File: src/rtl/vbs_mt_pkg.sv
package vbs_mt_pkg;
    localparam int MB_DIM      = 16;
    localparam int SEG         = 4;
    localparam int NPIX        = MB_DIM * MB_DIM;
    localparam int SEG_PER_ROW = MB_DIM / SEG;
    localparam int N_SEG       = MB_DIM * SEG_PER_ROW;
    localparam int BLK         = SEG;
    localparam int NB_SIDE     = MB_DIM / BLK;
    localparam int N4          = NB_SIDE * NB_SIDE;
    localparam int NHALF       = N4 / 2;
    localparam int N8          = N4 / 4;
    localparam int N16H        = 2;
    localparam int SEG_W       = $clog2(SEG + 1);
    localparam int W4          = $clog2(BLK * BLK + 1);
    localparam int W48         = $clog2(2 * BLK * BLK + 1);
    localparam int W8          = $clog2(4 * BLK * BLK + 1);
    localparam int W816        = $clog2(8 * BLK * BLK + 1);
    localparam int W16         = $clog2(NPIX + 1);

    typedef logic [SEG_W-1:0] seg_cnt_t;
    typedef logic [W4-1:0]    cnt4_t;
    typedef logic [W48-1:0]   cnt48_t;
    typedef logic [W8-1:0]    cnt8_t;
    typedef logic [W816-1:0]  cnt816_t;
    typedef logic [W16-1:0]   cnt16_t;

    // 16-entry population-count table for a 4-bit mismatch nibble
    function automatic seg_cnt_t pop4_lut(input logic [3:0] v);
        seg_cnt_t r;
        unique case (v)
            4'h0: r = 3'd0;
            4'h1: r = 3'd1;
            4'h2: r = 3'd1;
            4'h3: r = 3'd2;
            4'h4: r = 3'd1;
            4'h5: r = 3'd2;
            4'h6: r = 3'd2;
            4'h7: r = 3'd3;
            4'h8: r = 3'd1;
            4'h9: r = 3'd2;
            4'hA: r = 3'd2;
            4'hB: r = 3'd3;
            4'hC: r = 3'd2;
            4'hD: r = 3'd3;
            4'hE: r = 3'd3;
            default: r = 3'd4;
        endcase
        return r;
    endfunction
endpackage

File: src/rtl/mt_xor_count.sv
module mt_xor_count
    import vbs_mt_pkg::*;
(
    input  logic [SEG-1:0] cur_seg,
    input  logic [SEG-1:0] cand_seg,
    output seg_cnt_t       miss_cnt
);
    always_comb begin
        miss_cnt = pop4_lut(cur_seg ^ cand_seg);
    end
endmodule

File: src/rtl/mt_count_stage.sv
module mt_count_stage
    import vbs_mt_pkg::*;
(
    input  logic                    clk,
    input  logic                    rst_n,
    input  logic                    in_valid,
    input  logic [NPIX-1:0]         cur_blk,
    input  logic [NPIX-1:0]         cand_blk,
    output seg_cnt_t [N_SEG-1:0]    seg_q,
    output logic                    valid_q
);
    seg_cnt_t [N_SEG-1:0] seg_d;

    for (genvar k = 0; k < N_SEG; k++) begin : g_seg
        localparam int ROW  = k / SEG_PER_ROW;
        localparam int COL0 = (k % SEG_PER_ROW) * SEG;
        mt_xor_count u_cnt (
            .cur_seg  (cur_blk[ROW*MB_DIM+COL0 +: SEG]),
            .cand_seg (cand_blk[ROW*MB_DIM+COL0 +: SEG]),
            .miss_cnt (seg_d[k])
        );
    end

    always_ff @(posedge clk) begin
        if (!rst_n) begin
            seg_q   <= '0;
            valid_q <= 1'b0;
        end else begin
            seg_q   <= seg_d;
            valid_q <= in_valid;
        end
    end
endmodule

File: src/rtl/mt_mid_stage.sv
module mt_mid_stage
    import vbs_mt_pkg::*;
(
    input  logic                   clk,
    input  logic                   rst_n,
    input  seg_cnt_t [N_SEG-1:0]   seg_q,
    input  logic                   valid_in,
    output cnt4_t    [N4-1:0]      b4_q,
    output cnt48_t   [NHALF-1:0]   wide_q,
    output cnt48_t   [NHALF-1:0]   tall_q,
    output logic                   valid_q
);
    cnt4_t  [N4-1:0]    b4_d;
    cnt48_t [NHALF-1:0] wide_d;
    cnt48_t [NHALF-1:0] tall_d;

    always_comb begin
        for (int br = 0; br < NB_SIDE; br++) begin
            for (int bc = 0; bc < NB_SIDE; bc++) begin
                b4_d[br*NB_SIDE+bc] = '0;
                for (int r = 0; r < BLK; r++) begin
                    b4_d[br*NB_SIDE+bc] = b4_d[br*NB_SIDE+bc]
                        + W4'(seg_q[(br*BLK+r)*SEG_PER_ROW+bc]);
                end
            end
        end
        // 8 wide, 4 tall: horizontal pairs of 4x4
        for (int r = 0; r < NB_SIDE; r++) begin
            for (int c = 0; c < NB_SIDE/2; c++) begin
                wide_d[r*(NB_SIDE/2)+c] = W48'(b4_d[r*NB_SIDE+2*c])
                                        + W48'(b4_d[r*NB_SIDE+2*c+1]);
            end
        end
        // 4 wide, 8 tall: vertical pairs of 4x4
        for (int r = 0; r < NB_SIDE/2; r++) begin
            for (int c = 0; c < NB_SIDE; c++) begin
                tall_d[r*NB_SIDE+c] = W48'(b4_d[(2*r)*NB_SIDE+c])
                                    + W48'(b4_d[(2*r+1)*NB_SIDE+c]);
            end
        end
    end

    always_ff @(posedge clk) begin
        if (!rst_n) begin
            b4_q    <= '0;
            wide_q  <= '0;
            tall_q  <= '0;
            valid_q <= 1'b0;
        end else begin
            b4_q    <= b4_d;
            wide_q  <= wide_d;
            tall_q  <= tall_d;
            valid_q <= valid_in;
        end
    end
endmodule

File: src/rtl/mt_top_stage.sv
module mt_top_stage
    import vbs_mt_pkg::*;
(
    input  logic                   clk,
    input  logic                   rst_n,
    input  cnt4_t    [N4-1:0]      b4_in,
    input  cnt48_t   [NHALF-1:0]   wide_in,
    input  cnt48_t   [NHALF-1:0]   tall_in,
    input  logic                   valid_in,
    output cnt4_t    [N4-1:0]      b4_q,
    output cnt48_t   [NHALF-1:0]   wide_q,
    output cnt48_t   [NHALF-1:0]   tall_q,
    output cnt8_t    [N8-1:0]      q8_q,
    output cnt816_t  [N16H-1:0]    horiz_q,
    output cnt816_t  [N16H-1:0]    vert_q,
    output cnt16_t                 total,
    output logic                   valid_q
);
    cnt8_t   [N8-1:0]   q8_d;
    cnt816_t [N16H-1:0] horiz_d;
    cnt816_t [N16H-1:0] vert_d;

    always_comb begin
        // 8x8 from pairs of 4-wide 8-tall counts
        for (int r = 0; r < 2; r++) begin
            for (int c = 0; c < 2; c++) begin
                q8_d[r*2+c] = W8'(tall_in[r*NB_SIDE+2*c])
                            + W8'(tall_in[r*NB_SIDE+2*c+1]);
            end
        end
        for (int h = 0; h < N16H; h++) begin
            horiz_d[h] = W816'(q8_d[2*h]) + W816'(q8_d[2*h+1]);
            vert_d[h]  = W816'(q8_d[h])   + W816'(q8_d[h+2]);
        end
    end

    always_ff @(posedge clk) begin
        if (!rst_n) begin
            b4_q    <= '0;
            wide_q  <= '0;
            tall_q  <= '0;
            q8_q    <= '0;
            horiz_q <= '0;
            vert_q  <= '0;
            valid_q <= 1'b0;
        end else begin
            b4_q    <= b4_in;
            wide_q  <= wide_in;
            tall_q  <= tall_in;
            q8_q    <= q8_d;
            horiz_q <= horiz_d;
            vert_q  <= vert_d;
            valid_q <= valid_in;
        end
    end

    assign total = W16'(vert_q[0]) + W16'(vert_q[1]);
endmodule

File: src/rtl/vbs_mismatch_tree.sv
module vbs_mismatch_tree
    import vbs_mt_pkg::*;
(
    input  logic                     clk,
    input  logic                     rst_n,
    input  logic                     in_valid,
    input  logic [NPIX-1:0]          cur_blk,
    input  logic [NPIX-1:0]          cand_blk,
    output logic                     out_valid,
    output logic [N4*W4-1:0]         mm_4x4,
    output logic [NHALF*W48-1:0]     mm_8x4,
    output logic [NHALF*W48-1:0]     mm_4x8,
    output logic [N8*W8-1:0]         mm_8x8,
    output logic [N16H*W816-1:0]     mm_16x8,
    output logic [N16H*W816-1:0]     mm_8x16,
    output logic [W16-1:0]           mm_16x16
);
    seg_cnt_t [N_SEG-1:0] seg_q;
    logic                 v1;
    cnt4_t    [N4-1:0]    b4_m;
    cnt48_t   [NHALF-1:0] wide_m;
    cnt48_t   [NHALF-1:0] tall_m;
    logic                 v2;
    cnt4_t    [N4-1:0]    b4_o;
    cnt48_t   [NHALF-1:0] wide_o;
    cnt48_t   [NHALF-1:0] tall_o;
    cnt8_t    [N8-1:0]    q8_o;
    cnt816_t  [N16H-1:0]  horiz_o;
    cnt816_t  [N16H-1:0]  vert_o;
    cnt16_t               total_o;
    logic                 v3;

    mt_count_stage u_count (
        .clk      (clk),
        .rst_n    (rst_n),
        .in_valid (in_valid),
        .cur_blk  (cur_blk),
        .cand_blk (cand_blk),
        .seg_q    (seg_q),
        .valid_q  (v1)
    );

    mt_mid_stage u_mid (
        .clk      (clk),
        .rst_n    (rst_n),
        .seg_q    (seg_q),
        .valid_in (v1),
        .b4_q     (b4_m),
        .wide_q   (wide_m),
        .tall_q   (tall_m),
        .valid_q  (v2)
    );

    mt_top_stage u_top (
        .clk      (clk),
        .rst_n    (rst_n),
        .b4_in    (b4_m),
        .wide_in  (wide_m),
        .tall_in  (tall_m),
        .valid_in (v2),
        .b4_q     (b4_o),
        .wide_q   (wide_o),
        .tall_q   (tall_o),
        .q8_q     (q8_o),
        .horiz_q  (horiz_o),
        .vert_q   (vert_o),
        .total    (total_o),
        .valid_q  (v3)
    );

    assign out_valid = v3;
    assign mm_4x4    = b4_o;
    assign mm_8x4    = wide_o;
    assign mm_4x8    = tall_o;
    assign mm_8x8    = q8_o;
    assign mm_16x8   = horiz_o;
    assign mm_8x16   = vert_o;
    assign mm_16x16  = total_o;
endmodule

File: config.mk
export PLATFORM = sky130hd
export DESIGN_NAME = vbs_mismatch_tree
export DESIGN_NICKNAME = d
export VERILOG_FILES = /design/src/rtl/vbs_mt_pkg.sv /design/src/rtl/mt_xor_count.sv /design/src/rtl/mt_count_stage.sv /design/src/rtl/mt_mid_stage.sv /design/src/rtl/mt_top_stage.sv /design/src/rtl/vbs_mismatch_tree.sv
export SDC_FILE = /design/constraint.sdc
export NUM_CORES = 1
export LEC_CHECK = 0
export ABC_AREA = 1
export BUFFER_PORTS_ARGS = -buffer_cell sky130_fd_sc_hd__buf_2
export CAP_MARGIN = 20
export CORE_AREA = 4 4 298 300
export CTS_CLUSTER_DIAMETER = 120
export DETAILED_ROUTE_END_ITERATION = 6
export DIE_AREA = 0 0 302 304
export MAX_ROUTING_LAYER = met4
export PLACE_DENSITY_LB_ADDON = 0.12
export SYNTH_ARGS = -nofsm -noshare
export SYNTH_HDL_FRONTEND = slang
export SYNTH_SLANG_ARGS = --single-unit
File: constraint.sdc
create_clock -name clk -period 9 [get_ports clk]
set_input_delay 1.35 -clock clk [delete_from_list [all_inputs] [get_ports clk]]
set_output_delay 1.35 -clock clk [all_outputs]
set_load 0.05 [all_outputs]
### Yosys cells after proc, flatten, opt, wreduce, memory -nomap -nowiden

Memory sizes are Yosys's and may differ from the RTL's. A register that Yosys moved wholly into a read port is not among the register bits.
Index checks and enable logic that the tools add are counted.

* register bits: 415
* bits in latches: 0
* bits in writable memories: 0
* memory bits (read-only): 3072
* input bits: 515
* output and inout bits: 246
* word-level logic and storage cells: 340
* memories: 64

* $add $sub $neg: 73
* multipliers: 0
* divide/modulo/power cells: 0
* magnitude comparators: 0
* eq/ne operators: 0
* shift operators: 0
* muxes and demuxes: 0
* bitwise logic cells: 64
* reductions and logical operators: 64

Memories
* (name not given): depth 16, bits a word 3, read ports 1, clocked after Yosys merged registers in 1, write ports 0, RTL line vbs_mt_pkg.sv:30 `unique case (v)`
* (name not given): depth 16, bits a word 3, read ports 1, clocked after Yosys merged registers in 1, write ports 0, RTL line vbs_mt_pkg.sv:30
* (name not given): depth 16, bits a word 3, read ports 1, clocked after Yosys merged registers in 1, write ports 0, RTL line vbs_mt_pkg.sv:30
* (name not given): depth 16, bits a word 3, read ports 1, clocked after Yosys merged registers in 1, write ports 0, RTL line vbs_mt_pkg.sv:30
* (name not given): depth 16, bits a word 3, read ports 1, clocked after Yosys merged registers in 1, write ports 0, RTL line vbs_mt_pkg.sv:30
* (name not given): depth 16, bits a word 3, read ports 1, clocked after Yosys merged registers in 1, write ports 0, RTL line vbs_mt_pkg.sv:30
* 58 more memories

Operators by type and width (count)
* 4-bit XOR: 64
* 5-bit by 3-bit adder with 5-bit output: 32
* 5-bit by 5-bit adder with 6-bit output: 16
* 3-bit by 3-bit adder with 4-bit output: 16
* 1-bit zero test: 64
* 7-bit by 7-bit adder with 8-bit output: 4
* 6-bit by 6-bit adder with 7-bit output: 4
* 8-bit by 8-bit adder with 9-bit output: 1

### Logic depth before layout (Yosys ltp)

* word-level depth: 4
* depth in mapped cells: 16
* mapped depth without buffers: 16

### By module

A second synthesis with hierarchy kept.

* cell total of the unflattened synthesis: 5448
* area total of the unflattened synthesis: 39910.8 sq um

Modules (own cells, without submodules)
* mt_xor_count: times used 64, cells each 36, area each 212.7 sq um
* mt_mid_stage: times used 1, cells each 1447, area each 11895.2 sq um
* mt_top_stage: times used 1, cells each 1097, area each 8942.3 sq um
* mt_count_stage: times used 1, cells each 600, area each 5460.2 sq um

### Worst setup path after synthesis

No wires, ideal clock.

* path type: reg2out
* start: register u_top.vert_q[8] (netlist bit)
* end: output mm_16x16[6]
* arrival: 2372 ps
* data required time: 7650 ps
* setup slack: 5278 ps
* cell stages (with the launch flop): 8
* buffers on the path: 0
* cell sequence: dfxtp_1 ha_1 inv_1 fa_1 inv_1 nand4_1 o211ai_1 xor2_1

* cells in the longest elaborated chain, start to end: 1

RTL lines
* start: declaration: RTL line mt_top_stage.sv:15 `output cnt816_t [N16H-1:0] vert_q,`
* start signal: assignment: RTL line mt_top_stage.sv:52 `vert_q <= vert_d;`
* 8-bit by 8-bit adder with 9-bit output: RTL line mt_top_stage.sv:57 `assign total = W16'(vert_q[0]) + W16'(vert_q[1]);`
* end: declaration: RTL line vbs_mismatch_tree.sv:16 `output logic [W16-1:0] mm_16x16`

No other way between the ends.

### Worst setup path in the final report

* start: register u_top.vert_q[8] (netlist bit)
* end: output mm_16x16[8]

Same word-level chain as after synthesis.

==> qor.txt <==
SETUP PATH
----------------------------------------------------------------------------------
Worst R2R Start ..................................................... u_count.seg_q[3]
Worst-case register-to-register setup slack .........................      5.45 ns
Top fanout value on the critical path ...............................            2
Arrival time at the worst endpoint ..................................      2.38 ns
CP Data Required Time ...............................................      7.65 ns
R2r endpoint ........................................................ u_mid.wide_q[5]
Crit end category ...................................................   output pin
Critical Path Start Type ............................................    flip-flop
Number of cell instances on the worst register-to-register path .....           14
Worst setup path category ...........................................   reg -> out

YOSYS
----------------------------------------------------------------------------------
Fraction of registers with async set or reset after synthesis .......           0%
Top-count cell post-synth ........................................... sky130_fd_sc_hd__nand2_1
Library cell with the largest summed area after synthesis ........... sky130_fd_sc_hd__dfxtp_1
Number of enable-type register cells in the synthesized netlist .....            0
Seq/Total Area, Yosys ...............................................        34.7%
Synth unique cells ..................................................           33
Area fraction of the dominant cell type after synthesis .............        34.7%
Most instantiated cells after synthesis ............................. sky130_fd_sc_hd__nand2_1, sky130_fd_sc_hd__inv_1, sky130_fd_sc_hd__dfxtp_1
#FFs+latches synth ..................................................          607
Instance count of the mapped netlist ................................        4,414
Mean cell area of the mapped netlist ................................     7.94 µm²
Post-Synthesis Net Count ............................................        5,459
Main area contributors after synthesis .............................. sky130_fd_sc_hd__dfxtp_1, sky130_fd_sc_hd__ha_1, sky130_fd_sc_hd__nand2_1, sky130_fd_sc_hd__inv_1, sky130_fd_sc_hd__fa_1
Main flop type after synthesis ...................................... sky130_fd_sc_hd__dfxtp_1
Area of the mapped netlist ..........................................   0.0351 mm²
Ys Warns ............................................................            0

FINAL LAYOUT
----------------------------------------------------------------------------------
Non-Filler Cell Area, Final .........................................   0.0424 mm²
Fill cell count .....................................................        8,615
Post-layout instance count excluding filler cells ...................        6,401
Final net count .....................................................        6,230
Area growth from synthesis to layout ................................        21.0%
Share of final-layout standard cells stronger than drive strength 1 .        18.2%

STA
----------------------------------------------------------------------------------
Transition time at the pin with the least slew margin ...............     0.978 ns
Final period demand of the worst path ...............................      3.73 ns
Unrepaired setup endpoints after global routing .....................        false
Setup-violating endpoint count in the final report ..................            0
Number of max-slew violations in the final report ...................            0
Post-route clock period utilization .................................        41.4%
Fmax ................................................................      268 MHz
Setup total negative slack ..........................................         0 ns
Hold WS .............................................................     0.386 ns
Final hold viol count ...............................................            0
Clock Skews .........................................................    0.0289 ns
Worst slew margin ...................................................        34.3%

MIN PATH
----------------------------------------------------------------------------------
Hold Crit Depth .....................................................            2
Startpoint of the tightest hold check path .......................... u_mid.wide_q[22]
Min-Delay Path Class ................................................   reg -> reg
Sink of the worst hold path ......................................... u_top.wide_q[22]

DIE
----------------------------------------------------------------------------------
Die width ...........................................................       302 µm
Initial core utilization ............................................        40.7%
Full die area .......................................................   0.0918 mm²
Vertical die dimension ..............................................       304 µm
Row cnt .............................................................          108
Top-level I/O count .................................................          761
Core area ...........................................................   0.0862 mm²

CLOCKING
----------------------------------------------------------------------------------
Cts repair resizes ..................................................            0
Buffers inserted by post-CTS timing repair ..........................            0
CTS Buf Count .......................................................           72
Cell at the root of the clock tree .................................. sky130_fd_sc_hd__clkbuf_16
# hold bufs at CTS ..................................................            0
Worst-skew pair later-pin latency ...................................      0.60 ns
Max clock buf depth .................................................            3
Clock sink count ....................................................          607
Depth of the CTS H-tree .............................................            3
Register clock-pin slew on the reported worst setup and hold paths ..      0.06 ns
CTS tree ............................................................          yes

ROUTING
----------------------------------------------------------------------------------
Total number of vias ................................................       29,200
Detailed-router iteration count before antenna repair ...............            5
Remaining design rule violation count ...............................            0
Routed wire length ..................................................   102,000 µm
Post-DRT Antenna Nets ...............................................            0
Via-per-instance ratio ..............................................         4.56
DR WL/cell ..........................................................      16.0 µm
Violation count after the first detailed-route iteration ............        1,432

RUN
----------------------------------------------------------------------------------
Max-cap violation count .............................................            0

POWER
----------------------------------------------------------------------------------
Total leakage power .................................................      23.9 nW
P per Cell Area .....................................................   274 mW/mm²
Maximum resistive drop on vdd .......................................     0.273 mV
Total power draw ....................................................      11.6 mW

PLACEMENT
----------------------------------------------------------------------------------
Placed Area .........................................................   0.0400 mm²
Placed cells ........................................................        6,266
Count of port buffers added during placement ........................          760
Placer congestion estimate ..........................................        0.887
Detailed-placement wirelength estimate ..............................    85,300 µm

GLOBAL ROUTING
----------------------------------------------------------------------------------
Number of global-route vias before repair ...........................       28,200
Total global routing overflow .......................................            0
Number of antenna violations at the first check in global routing ...           13
All-layer global routing usage ......................................        22.4%
Largest net degree at the start of global routing ...................          140
Wire length of the first global-routing pass ........................   156,000 µm

RUN STATUS
----------------------------------------------------------------------------------
Status ..............................................................    completed

worst max-delay path by stage:
stage / slack, ns / cells after the start / to / from
detailed placement: 5.46 / 14 / u_mid.wide_q[17] / u_count.seg_q[51]
CTS: 5.22 / 9 / mm_16x16[8] / u_top.vert_q[8]
finish: 5.27 / 9 / mm_16x16[8] / u_top.vert_q[8]
global route: 5.09 / 9 / mm_16x16[8] / u_top.vert_q[8]
global placement: 5.47 / 14 / u_mid.tall_q[10] / u_count.seg_q[3]
floorplan: 5.28 / 7 / mm_16x16[6] / u_top.vert_q[8]
cell type report:
cell class              count  area (µm²)  area share [%]
diodes                      9        22.5          0.0531
flip-flops and latches    607       12200            28.7
clock buffers             101        2020            4.76
multi-input cells        2854       19200            45.4
well taps                1155        1450            3.41
clock inverters            25         343           0.808
repair buffers            764        3860            9.09
inverters                 886        3330            7.86
power breakdown:
| part | leakage, nW | switching, mW | internal, mW |
|---|---|---|---|
| combinational | 17.8 | 3.56 | 1.72 |
| clock | 1.16 | 1.17 | 1.75 |
| sequential | 4.99 | 0.224 | 3.22 |
flip-flops by register name, summed over array words and instances (netlist names):
register and count:
u_count.seg_q 192, u_mid.b4_q 80, u_top.b4_q 80, u_mid.tall_q 48
u_mid.wide_q 48, u_top.tall_q 48, u_top.wide_q 48, u_top.q8_q 28
u_top.horiz_q 16, u_top.vert_q 16, u_count.valid_q 1, u_mid.valid_q 1
u_top.valid_q 1
cell families after synthesis:
| kind of cell | Yosys count | synth area share, % |
|---|---|---|
| xor gates and xnor gates | 308 | 8.04 |
| AOI/OAI and AO/OA | 459 | 7.28 |
| buffers and inverters | 953 | 10.5 |
| adders and majority gates | 530 | 21.2 |
| and+or+nand+nor | 1557 | 18.4 |
| DFF | 607 | 34.7 |
per-stage QoR:
step / setup slack, ns / utilization [%]
2_1_floorplan: 5.28 / -
3_3_place_gp: 5.47 / 46.4
3_5_place_dp: 5.46 / 46.4
4_1_cts: 5.22 / 49.2
5_1_grt: 5.09 / 49.2
6_report: 5.27 / 49.2
placed cells by master, fill, tap and decap left out, drive strengths merged:
cell type | netlist | routed
clkinv | 0 | 13
xnor2 | 201 | 201
clkbuf | 3 | 101
nand3 | 244 | 244
nor2 | 240 | 240
a21oi | 271 | 271
dfxtp | 607 | 607
bufinv | 0 | 6
o21bai | 2 | 2
a21boi | 5 | 5
nor3 | 61 | 61
nand3b | 14 | 14
buf | 64 | 764
ha | 425 | 425
nor4 | 6 | 6
fa | 105 | 105
inv | 886 | 890
nand2 | 955 | 955
diode | 0 | 9
a31oi | 17 | 17
o211ai | 55 | 55
xor2 | 107 | 107
o21a | 9 | 9
a21o | 10 | 10
clkinvlp | 0 | 2
o21ai | 90 | 90
nand4 | 10 | 10
or2 | 27 | 27
worst max-delay path: stages (launching register included):
cell and delay (ns):
sky130_fd_sc_hd__dfxtp_1 0.34, sky130_fd_sc_hd__ha_1 0.19, sky130_fd_sc_hd__inv_1 0.07, sky130_fd_sc_hd__fa_1 0.40
sky130_fd_sc_hd__inv_1 0.09, sky130_fd_sc_hd__nand4_1 0.09, sky130_fd_sc_hd__o211ai_1 0.15, sky130_fd_sc_hd__nand3_1 0.11
sky130_fd_sc_hd__nand2_1 0.08, sky130_fd_sc_hd__buf_2 0.25
layer usage:
| layer | vias up | track usage, % | routed length, µm |
|---|---|---|---|
| li1 | 15200 | - | - |
| met1 | 13200 | 29.8 | 47400 |
| met2 | 748 | 36.5 | 47400 |
| met3 | 123 | 2.78 | 5540 |
| met4 | 0 | 5.45 | 2150 |
| met5 | - | - | 0 |
Note: power is estimated with default switching activity, not from simulation.
